[config.mk]
export PLATFORM = sky130hd
export DESIGN_NAME = ser_port_core
export DESIGN_NICKNAME = d
export VERILOG_FILES = /design/src/rtl/ser_port_pkg.sv /design/src/rtl/ser_sync_fifo.sv /design/src/rtl/ser_rate_div.sv /design/src/rtl/ser_frame_engine.sv /design/src/rtl/ser_port_core.sv
export SDC_FILE = /design/constraint.sdc
export NUM_CORES = 1
export LEC_CHECK = 0
export BUFFER_PORTS_ARGS = -buffer_cell sky130_fd_sc_hd__buf_2
export CAP_MARGIN = 15
export CORE_ASPECT_RATIO = 1.25
export CORE_UTILIZATION = 37
export DETAILED_ROUTE_END_ITERATION = 12
export GPL_TIMING_DRIVEN = 0
export PLACE_DENSITY = 0.62
export SETUP_SLACK_MARGIN = 0.1
export SYNTH_ARGS = -nofsm -noshare
export SYNTH_HDL_FRONTEND = slang
export SYNTH_SLANG_ARGS = --single-unit
[constraint.sdc]
create_clock -name clk -period 6 [get_ports clk]
set_input_delay 1.8 -clock clk [delete_from_list [all_inputs] [get_ports clk]]
set_output_delay 1.8 -clock clk [all_outputs]
set_load 0.01 [all_outputs]
[src/rtl/ser_port_pkg.sv]
package ser_port_pkg;

    localparam int WORD_W     = 16;
    localparam int FIFO_DEPTH = 8;
    localparam int SIZE_W     = 4;
    localparam int LEN_W      = 5;
    localparam int CMD_BITS   = 8;
    localparam int MIN_LEN    = 4;

    typedef enum logic {
        ENG_IDLE,
        ENG_RUN
    } eng_state_t;

    typedef struct packed {
        logic             cmd;     // command/response framing latched at load
        logic [LEN_W-1:0] rx_len;  // received bits per frame
        logic [LEN_W-1:0] total;   // serial clock periods per frame
    } frame_cfg_t;

    function automatic logic [LEN_W-1:0] data_len(input logic [SIZE_W-1:0] code);
        if (code < SIZE_W'(MIN_LEN - 1))
            return LEN_W'(MIN_LEN);
        return {1'b0, code} + LEN_W'(1);
    endfunction

endpackage

[src/rtl/ser_sync_fifo.sv]
module ser_sync_fifo #(
    parameter int W     = 16,
    parameter int DEPTH = 8
) (
    input  logic         clk,
    input  logic         rst,
    input  logic         push,
    input  logic [W-1:0] wdata,
    input  logic         pop,
    output logic [W-1:0] rdata,
    output logic         full,
    output logic         empty
);
    localparam int AW = (DEPTH > 1) ? $clog2(DEPTH) : 1;
    localparam int CW = $clog2(DEPTH + 1);

    logic [W-1:0]  mem [DEPTH];
    logic [AW-1:0] wp, rp;
    logic [CW-1:0] cnt;
    logic          do_push, do_pop;

    assign full    = (cnt == CW'(DEPTH));
    assign empty   = (cnt == '0);
    assign do_push = push && !full;
    assign do_pop  = pop && !empty;
    assign rdata   = empty ? '0 : mem[rp];

    always_ff @(posedge clk) begin
        if (do_push)
            mem[wp] <= wdata;
    end

    always_ff @(posedge clk) begin
        if (rst) begin
            wp  <= '0;
            rp  <= '0;
            cnt <= '0;
        end else begin
            if (do_push)
                wp <= (wp == AW'(DEPTH - 1)) ? '0 : wp + AW'(1);
            if (do_pop)
                rp <= (rp == AW'(DEPTH - 1)) ? '0 : rp + AW'(1);
            case ({do_push, do_pop})
                2'b10:   cnt <= cnt + CW'(1);
                2'b01:   cnt <= cnt - CW'(1);
                default: cnt <= cnt;
            endcase
        end
    end

    // a push into a full queue without a pop leaves it full
    a_r6_full_holds: assert property (@(posedge clk) disable iff (rst)
        (full && push && !pop) |=> full);

    // a pop from an empty queue without a push leaves it empty
    a_r6_empty_holds: assert property (@(posedge clk) disable iff (rst)
        (empty && pop && !push) |=> empty);

endmodule

[src/rtl/ser_rate_div.sv]
module ser_rate_div #(
    parameter int DIV_W = 8
) (
    input  logic             clk,
    input  logic             rst,
    input  logic             run,
    input  logic [DIV_W-1:0] div,
    output logic             tick
);
    logic [DIV_W-1:0] cnt;

    assign tick = run && (cnt == div);

    always_ff @(posedge clk) begin
        if (rst || !run || tick)
            cnt <= '0;
        else
            cnt <= cnt + DIV_W'(1);
    end

    // the half-period counter never passes the divider value while running
    a_r10_cnt_bounded: assert property (@(posedge clk) disable iff (rst)
        (run && $stable(div)) |-> (cnt <= div));

endmodule

[src/rtl/ser_frame_engine.sv]
module ser_frame_engine
    import ser_port_pkg::*;
(
    input  logic              clk,
    input  logic              rst,
    input  logic              en,
    input  logic [SIZE_W-1:0] size_code,
    input  logic              cmd_mode,
    input  logic              tick,
    output logic              running,
    input  logic              tx_empty,
    input  logic [WORD_W-1:0] tx_word,
    output logic              tx_pop,
    output logic              rx_push,
    output logic [WORD_W-1:0] rx_word,
    output logic              sclk,
    output logic              sel_n,
    output logic              sdo,
    input  logic              sdi
);
    eng_state_t        st;
    frame_cfg_t        cfg, cfg_n;
    logic [WORD_W-1:0] tx_sh, rx_sh, tx_load;
    logic [LEN_W-1:0]  idx;
    logic              start, last, rx_phase, rise, fall;

    // configuration and shifter image for the next frame
    always_comb begin
        cfg_n.cmd    = cmd_mode;
        cfg_n.rx_len = data_len(size_code);
        cfg_n.total  = cmd_mode ? cfg_n.rx_len + LEN_W'(CMD_BITS) : cfg_n.rx_len;
        if (cmd_mode)
            tx_load = {tx_word[CMD_BITS-1:0], {(WORD_W-CMD_BITS){1'b0}}};
        else
            tx_load = tx_word << (LEN_W'(WORD_W) - cfg_n.rx_len);
    end

    assign running  = (st == ENG_RUN);
    assign start    = en && !tx_empty;
    assign last     = (idx == cfg.total - LEN_W'(1));
    assign rx_phase = !cfg.cmd || (idx >= LEN_W'(CMD_BITS));
    assign rise     = running && tick && !sclk;
    assign fall     = running && tick && sclk;
    assign tx_pop   = (!running && start) || (fall && last && start);
    assign rx_push  = rise && last;
    assign rx_word  = {rx_sh[WORD_W-2:0], sdi};
    assign sdo      = running && tx_sh[WORD_W-1];

    always_ff @(posedge clk) begin
        if (rst) begin
            st    <= ENG_IDLE;
            cfg   <= '0;
            tx_sh <= '0;
            rx_sh <= '0;
            idx   <= '0;
            sclk  <= 1'b0;
            sel_n <= 1'b1;
        end else if (!running) begin
            if (start) begin
                st    <= ENG_RUN;
                sel_n <= 1'b0;
                cfg   <= cfg_n;
                tx_sh <= tx_load;
                rx_sh <= '0;
                idx   <= '0;
            end
        end else if (rise) begin
            sclk <= 1'b1;
            if (rx_phase)
                rx_sh <= rx_word;
        end else if (fall) begin
            sclk <= 1'b0;
            if (!last) begin
                tx_sh <= tx_sh << 1;
                idx   <= idx + LEN_W'(1);
            end else if (start) begin
                cfg   <= cfg_n;
                tx_sh <= tx_load;
                rx_sh <= '0;
                idx   <= '0;
            end else begin
                st    <= ENG_IDLE;
                sel_n <= 1'b1;
                idx   <= '0;
            end
        end
    end

    // the serial clock is only high inside a selected frame
    a_r9_clk_in_frame: assert property (@(posedge clk) disable iff (rst)
        sclk |-> !sel_n);

    // the serial clock moves only on divider ticks
    a_r10_clk_on_tick: assert property (@(posedge clk) disable iff (rst)
        !tick |=> $stable(sclk));

    // no frame begins while the port is disabled
    a_r7_no_start_disabled: assert property (@(posedge clk) disable iff (rst)
        (!en && !running) |=> !running);

    // the output is held low during the reply phase
    a_r5_reply_low: assert property (@(posedge clk) disable iff (rst)
        (running && cfg.cmd && idx >= LEN_W'(CMD_BITS)) |-> !sdo);

    // a received word is stored only on a rising edge inside a frame
    a_r4_push_on_rise: assert property (@(posedge clk) disable iff (rst)
        rx_push |-> (!sel_n && !sclk));

endmodule

[src/rtl/ser_port_core.sv]
module ser_port_core
    import ser_port_pkg::*;
#(
    parameter int DIV_W = 8
) (
    input  logic              clk,
    input  logic              rst,
    input  logic              port_en,
    input  logic [SIZE_W-1:0] size_code,
    input  logic              cmd_mode,
    input  logic [DIV_W-1:0]  rate_div,
    input  logic              bus_wr,
    input  logic [WORD_W-1:0] bus_wdata,
    input  logic              bus_rd,
    output logic [WORD_W-1:0] bus_rdata,
    output logic              txq_full,
    output logic              txq_empty,
    output logic              rxq_full,
    output logic              rxq_empty,
    output logic              ser_clk,
    output logic              ser_sel_n,
    output logic              ser_out,
    input  logic              ser_in
);
    logic [WORD_W-1:0] tx_head, rx_word;
    logic              tx_pop, rx_push, running, tick;

    ser_sync_fifo #(.W(WORD_W), .DEPTH(FIFO_DEPTH)) u_txq (
        .clk   (clk),
        .rst   (rst),
        .push  (bus_wr),
        .wdata (bus_wdata),
        .pop   (tx_pop),
        .rdata (tx_head),
        .full  (txq_full),
        .empty (txq_empty)
    );

    ser_sync_fifo #(.W(WORD_W), .DEPTH(FIFO_DEPTH)) u_rxq (
        .clk   (clk),
        .rst   (rst),
        .push  (rx_push),
        .wdata (rx_word),
        .pop   (bus_rd),
        .rdata (bus_rdata),
        .full  (rxq_full),
        .empty (rxq_empty)
    );

    ser_rate_div #(.DIV_W(DIV_W)) u_div (
        .clk  (clk),
        .rst  (rst),
        .run  (running),
        .div  (rate_div),
        .tick (tick)
    );

    ser_frame_engine u_eng (
        .clk       (clk),
        .rst       (rst),
        .en        (port_en),
        .size_code (size_code),
        .cmd_mode  (cmd_mode),
        .tick      (tick),
        .running   (running),
        .tx_empty  (txq_empty),
        .tx_word   (tx_head),
        .tx_pop    (tx_pop),
        .rx_push   (rx_push),
        .rx_word   (rx_word),
        .sclk      (ser_clk),
        .sel_n     (ser_sel_n),
        .sdo       (ser_out),
        .sdi       (ser_in)
    );

    // a word is taken for transmission only when one is queued
    a_r1_pop_nonempty: assert property (@(posedge clk) disable iff (rst)
        tx_pop |-> !txq_empty);

endmodule

# After elaboration in Yosys (flattened, before gate mapping)
# Memory sizes are Yosys's and may differ from the RTL's. A register that Yosys moved wholly into a read port is not among the register bits.
# Cells that the tools add are included.
# Widths: inputs -> output; s select.
[word_totals]
reg_bits = 79
mem_bits_rw = 256
inputBits = 35
out_inout_bits = 23
wordCells = 146
n_memories = 2
[classes]
n_addsub = 14
order_cmp = 2
eq_ne = 19
shift = 1
mux = 55
reduce_logical = 37
[memory_table]
columns = ["memory", "words", "width", "rd", "rd_clocked_by_memory_dff", "write_ports", "line", "source"]
rows = [
  ["u_rxq.mem", 8, 16, 1, 1, 1, "ser_sync_fifo.sv:17", "logic [W-1:0] mem [DEPTH];"],
  ["u_txq.mem", 8, 16, 1, 1, 1, "ser_sync_fifo.sv:17", ""],
]
[op_table]
columns = ["operator", "count"]
rows = [
  ["$mux 16", 14],
  ["$mux 11", 5],
  ["$mux 5", 8],
  ["$mux 3", 8],
  ["$mux 1", 18],
  ["$pmux 4 s2", 2],
  ["$shl 16x5->16", 1],
  ["$logic_and 1x1->1", 14],
  ["$add 3x1->3 const B", 4],
  ["$eq 3x3->1 const B", 4],
  ["$ne 3x3->1 const B", 3],
  ["$reduce_and 3->1", 3],
  ["$add 4x1->4 const B", 2],
  ["$add 8x1->8 const B", 1],
  ["$eq 4x4->1 const B", 2],
  ["$eq 8x8->1", 1],
  ["$logic_not 4->1", 2],
  ["$ne 2x2->1 const B", 4],
  ["$reduce_bool 2->1", 4],
  ["$sub 4x1->4 const B", 2],
  ["$logic_not 1->1", 7],
  ["$add 4x1->5 const B", 1],
  ["$add 5x1->5 const B", 1],
  ["$add 5x4->5 const B", 1],
  ["10 further kinds", 16],
]

# Logic depth before layout (Yosys ltp)
[depth]
depth_word = 11
depth_mapped = 16
mapped_depth_nobuf = 16

# By module
# A second synthesis with hierarchy kept.
[unflattened]
hier_cells = 995
area_unflattened_um2 = 14960.6
[by_module_without_submodules]
columns = ["mod", "instances", "cells_each", "area_each_um2", "seq_area_each_um2"]
rows = [
  ["ser_sync_fifo at u_txq", 1, 278, 5572.8, 4103.9],
  ["ser_sync_fifo at u_rxq", 1, 279, 5560.3, 4103.9],
  ["ser_frame_engine", 1, 390, 3353.2, 900.9],
  ["ser_rate_div", 1, 48, 474.2, 160.2],
]

# Worst setup path after synthesis
# OpenSTA, ideal clock, no wires.
[synth_path]
path_type = "input-to-reg"
from = "in rate_div[3]"
to = "mem u_rxq.mem[0][0], enable pin"
setup_ns = 0.409
arrival_ns = 4.338
t_required_ns = 5.591
path_slack_ns = 1.253
cell_stages = 7
path_buffers = 0
path_cell_list = "xor2_1 -> nor4_2 -> nand3_2 -> nor2_1 -> nand3_1 -> or2_1 -> nor3_1"
[synth_via]
elab_chain_cells = 8
[synth_rtl]
columns = ["element", "line", "source"]
rows = [
  ["start, declared", "ser_port_core.sv:11", "input logic [DIV_W-1:0] rate_div,"],
  ["$eq 8x8->1", "ser_rate_div.sv:12", "assign tick = run && (cnt == div);"],
  ["$logic_and 1x1->1", "ser_rate_div.sv:12", ""],
  ["$logic_and 1x1->1 (2 in series)", "ser_frame_engine.sv:42", "assign rise = running && tick && !sclk;"],
  ["$logic_and 1x1->1", "ser_frame_engine.sv:45", "assign rx_push = rise && last;"],
  ["$logic_and 1x1->1", "ser_sync_fifo.sv:24", "assign do_push = push && !full;"],
  ["$mux 1", "ser_sync_fifo.sv:29", "if (do_push)"],
  ["$mux 1 (not written as such)", "ser_sync_fifo.sv:30", "mem[wp] <= wdata;"],
  ["end, declared", "ser_sync_fifo.sv:17", ""],
]
# No other way between the ends.

==> out/metrics.yaml <==
status: "finished, final reports clean"
nets: 1166
crit_family: "buffers and inverters"
slowest_stage: "buf_1"
drt-wirelength-per-cell_um: 19.53
netlist_area_um2: 14440
seqPwrFrac_pct: 44.5
busiest_layer: "met2"
vias_per_cell: 5.353
synthTopCellsByArea: "edfxtp_1 53%, dfxtp_1 11%, mux4_2 7.3%, mux2i_1 3.6%, nor2_1 2.7%"
hold_viol: 0
syn_inst: 996
tns_ns: 0
cp.arrival_ns: 3.00
syn_nets: 1052
slew_violations: 0
cts_root_buf: "clkbuf_16"
initial_utilization_pct: 37.67
met1_usage_pct: 19.98
ctsResizeCount: 0
internal_power_mw: 4.297
dr.pass1.iters: 5
rows: 80
routabilityCongestion: 0.8837
grt_pass1_vias: 8808
async_reset_ff_share_pct: 0
clock_power_share_pct: 37.7
drv_cap: 0
seq_area_um2: 9269
floorplan.die_area_um2: 39830
tightest_slew_ns: 0.9791
power_mw: 5.937
wl_mm: 31.80
min_period_over_period_pct: 79.97
finalCriticalPeriod_ns: 4.798
cts_setup_buffers: 0
yosysSeqAreaShare_pct: 64.18
power.density_nw_per_um2: 352.2
layout_common_cells: "256 x edfxtp_1, 94 x nor2_1, 79 x dfxtp_1"
tritoncts: "built"
slew_headroom_pct: 34.42
crit_path_start_kind: "register"
cp_max_fo: 10
synth_edf_count: 256
layout_commonest_cell: "edfxtp_1"
antenna_found_initial: 3
synth-seq-cells: 335
drcViolationCount: 0
switchingPower_mw: 1.640
fmax_mhz: 208.4
cts.sinks: 335
placeableCoreArea_um2: 38340
vias: 8714
ys.flop_type: "edfxtp_1"
gr-usage-all-layers_pct: 16.43
multi_input_area_um2: 4926
cp_slowest_stage_delay_ns: 0.77
ctsHoldBuffers: 0
grtUsageMet2_pct: 28.94
place_hpwl_mm: 22.13
layout-drive-gt1-share_pct: 20.53
dpl.cell_count: 1564
avgSynthCellArea_um2: 14.50
die_w_um: 178.7
gr-total-overflow: 0
ir_drop_mv: 0.2753
port_buffers: 55
clk_pin_slew_ns: 0.06
finalSetupViolCount: 0
clk_latency_ns: 0.53
boundaryPins: 58
synth_top_area_share_pct: 53.23
grt_pass1_wl_mm: 50.05
cts-buffers-inserted: 36
rsz0062_at_grt: "false"
drt_iter0_markers: 441
ys_types: 75
hold_class: "register to register"
worst_setup_path_end_kind: "output port"
cellLeakagePower_nw: 5.866
yosys_warnings: 0
comb_power_share_pct: 17.8
grt_max_degree: 15
grt_use_met3_pct: 3.204
cp_cell_sequence: "clkbuf_1 -> buf_1 -> mux4_2 -> mux2i_1 -> nor2_1 -> buf_2"
htreeDepth: 2
antenna_left: 0
die_y_um: 222.9
finClkSkew_ns: 0.01564
num-fill-cells: 3454
synthToLayoutAreaGrowth_pct: 16.73
p_sw_share_pct: 27.62
post-synth-top-area-cell: "edfxtp_1"
critical_path_required_ns: 4.20
setup.worst_path.class: "register to output port"
stdcell_count: 1628
crit_buf_inv: 3
cts_max_path_buffers: 3
-- power groups by stage --
| stage | logic (mW) | clock network (mW) | registers (mW) |
|---|---|---|---|
| 5_1_grt | 1.16 | 2.37 | 2.65 |
| 2_1_floorplan | 0.744 | 0 | 2.67 |
| 6_report | 1.05 | 2.24 | 2.64 |
| 3_3_place_gp | 1.03 | 0 | 2.69 |
| 4_1_cts | 1.05 | 2.28 | 2.64 |
| 3_5_place_dp | 1.04 | 0 | 2.69 |
-- path summary, 6_finish.rpt --
check,startpoint,end,slack [ns],cells past startpoint
setup / recovery,register,bus_rdata[7],1.20,6
hold / removal,u_eng.tx_sh[2],u_eng.tx_sh[2],0.46,2
setup reg to reg,u_eng.cfg[0],u_txq.cnt[2],2.38,15
hold reg to reg,u_eng.tx_sh[2],u_eng.tx_sh[2],0.46,2
-- Yosys cell counts (16+ instances only) --
| master | n |
|---|---|
| a21oi_1 | 35 |
| edfxtp_1 | 256 |
| o21ai_0 | 17 |
| nor3_1 | 19 |
| dfxtp_1 | 79 |
| ha_1 | 20 |
| xor2_1 | 27 |
| a22oi_1 | 29 |
| mux2i_1 | 52 |
| nor2_1 | 103 |
| nand2_1 | 48 |
| inv_1 | 16 |
| nand3_1 | 26 |
| mux4_2 | 47 |
| clkbuf_1 | 19 |
-- stage by stage --
stage                     setup slack [ns]  cell area, µm²  hold WS [ns]  utilization [%]
after floorplan                      1.253           14440        0.4321                -
after global placement             -0.5825           15330        0.4485            40.00
after detailed placement            0.9189           15670        0.4515            40.87
after CTS                            1.083           16860        0.4601            43.97
after global routing                0.9479           16860        0.4921            43.97
final                                1.202           16860        0.4559            43.98
-- area by class of cell --
class                   instances  area share [%]
flip-flops and latches        335           54.98
multi-input cells             596           29.22
clock buffers                  39           5.470
well taps                     492           3.651
repair buffers                 76           3.228
clock inverters                24           1.581
plain buffers                  45           1.410
inverters                      20          0.4453
diodes                          1         0.01484
-- logic make-up after synthesis --
family / count (synthesis) / synth area share, %
multiplexers: 112 / 12.78
adder cells (fa/ha/maj): 21 / 1.871
buffers and inverters: 65 / 2.166
flip-flops: 335 / 64.18
AO/OA/AOI/OAI: 172 / 8.438
XOR/XNOR: 34 / 2.062
AND/OR/NAND/NOR: 257 / 8.507
-- routing by layer --
metal | vias up | wire (µm)
met4 | 4 | 911
met1 | 4296 | 13100
met5 | - | 26
li1 | 4132 | -
met3 | 71 | 1506
met2 | 211 | 16260
-- flip-flops by register name, summed over array words and instances, names as in the netlist, named ones only --
register and cells:
u_txq.rp 3, u_rxq.rp 3, u_eng.sel_n 1, u_txq.cnt 4, u_rxq.cnt 4, u_txq.mem 128, u_eng.sclk 1, u_txq.wp 3
u_eng.cfg 6, u_eng.idx 5, u_rxq.mem 128, u_eng.rx_sh 15, u_div.cnt 8, u_rxq.wp 3, u_eng.running 1, u_eng.tx_sh 16
-- worst reg2reg max path, cell delays in order (launching register included) --
cell	delay (ns)
dfxtp_1	0.34
inv_1	0.07
ha_1	0.24
nand2b_1	0.07
o21ai_0	0.17
nand4_1	0.25
o21ai_2	0.53
nand3_2	0.30
clkinv_1	0.28
ha_1	0.31
xor2_1	0.17
ha_1	0.17
a21oi_1	0.05
xor2_1	0.14
or3_1	0.30
a21oi_1	0.15
(Power assumes the default switching activity.)
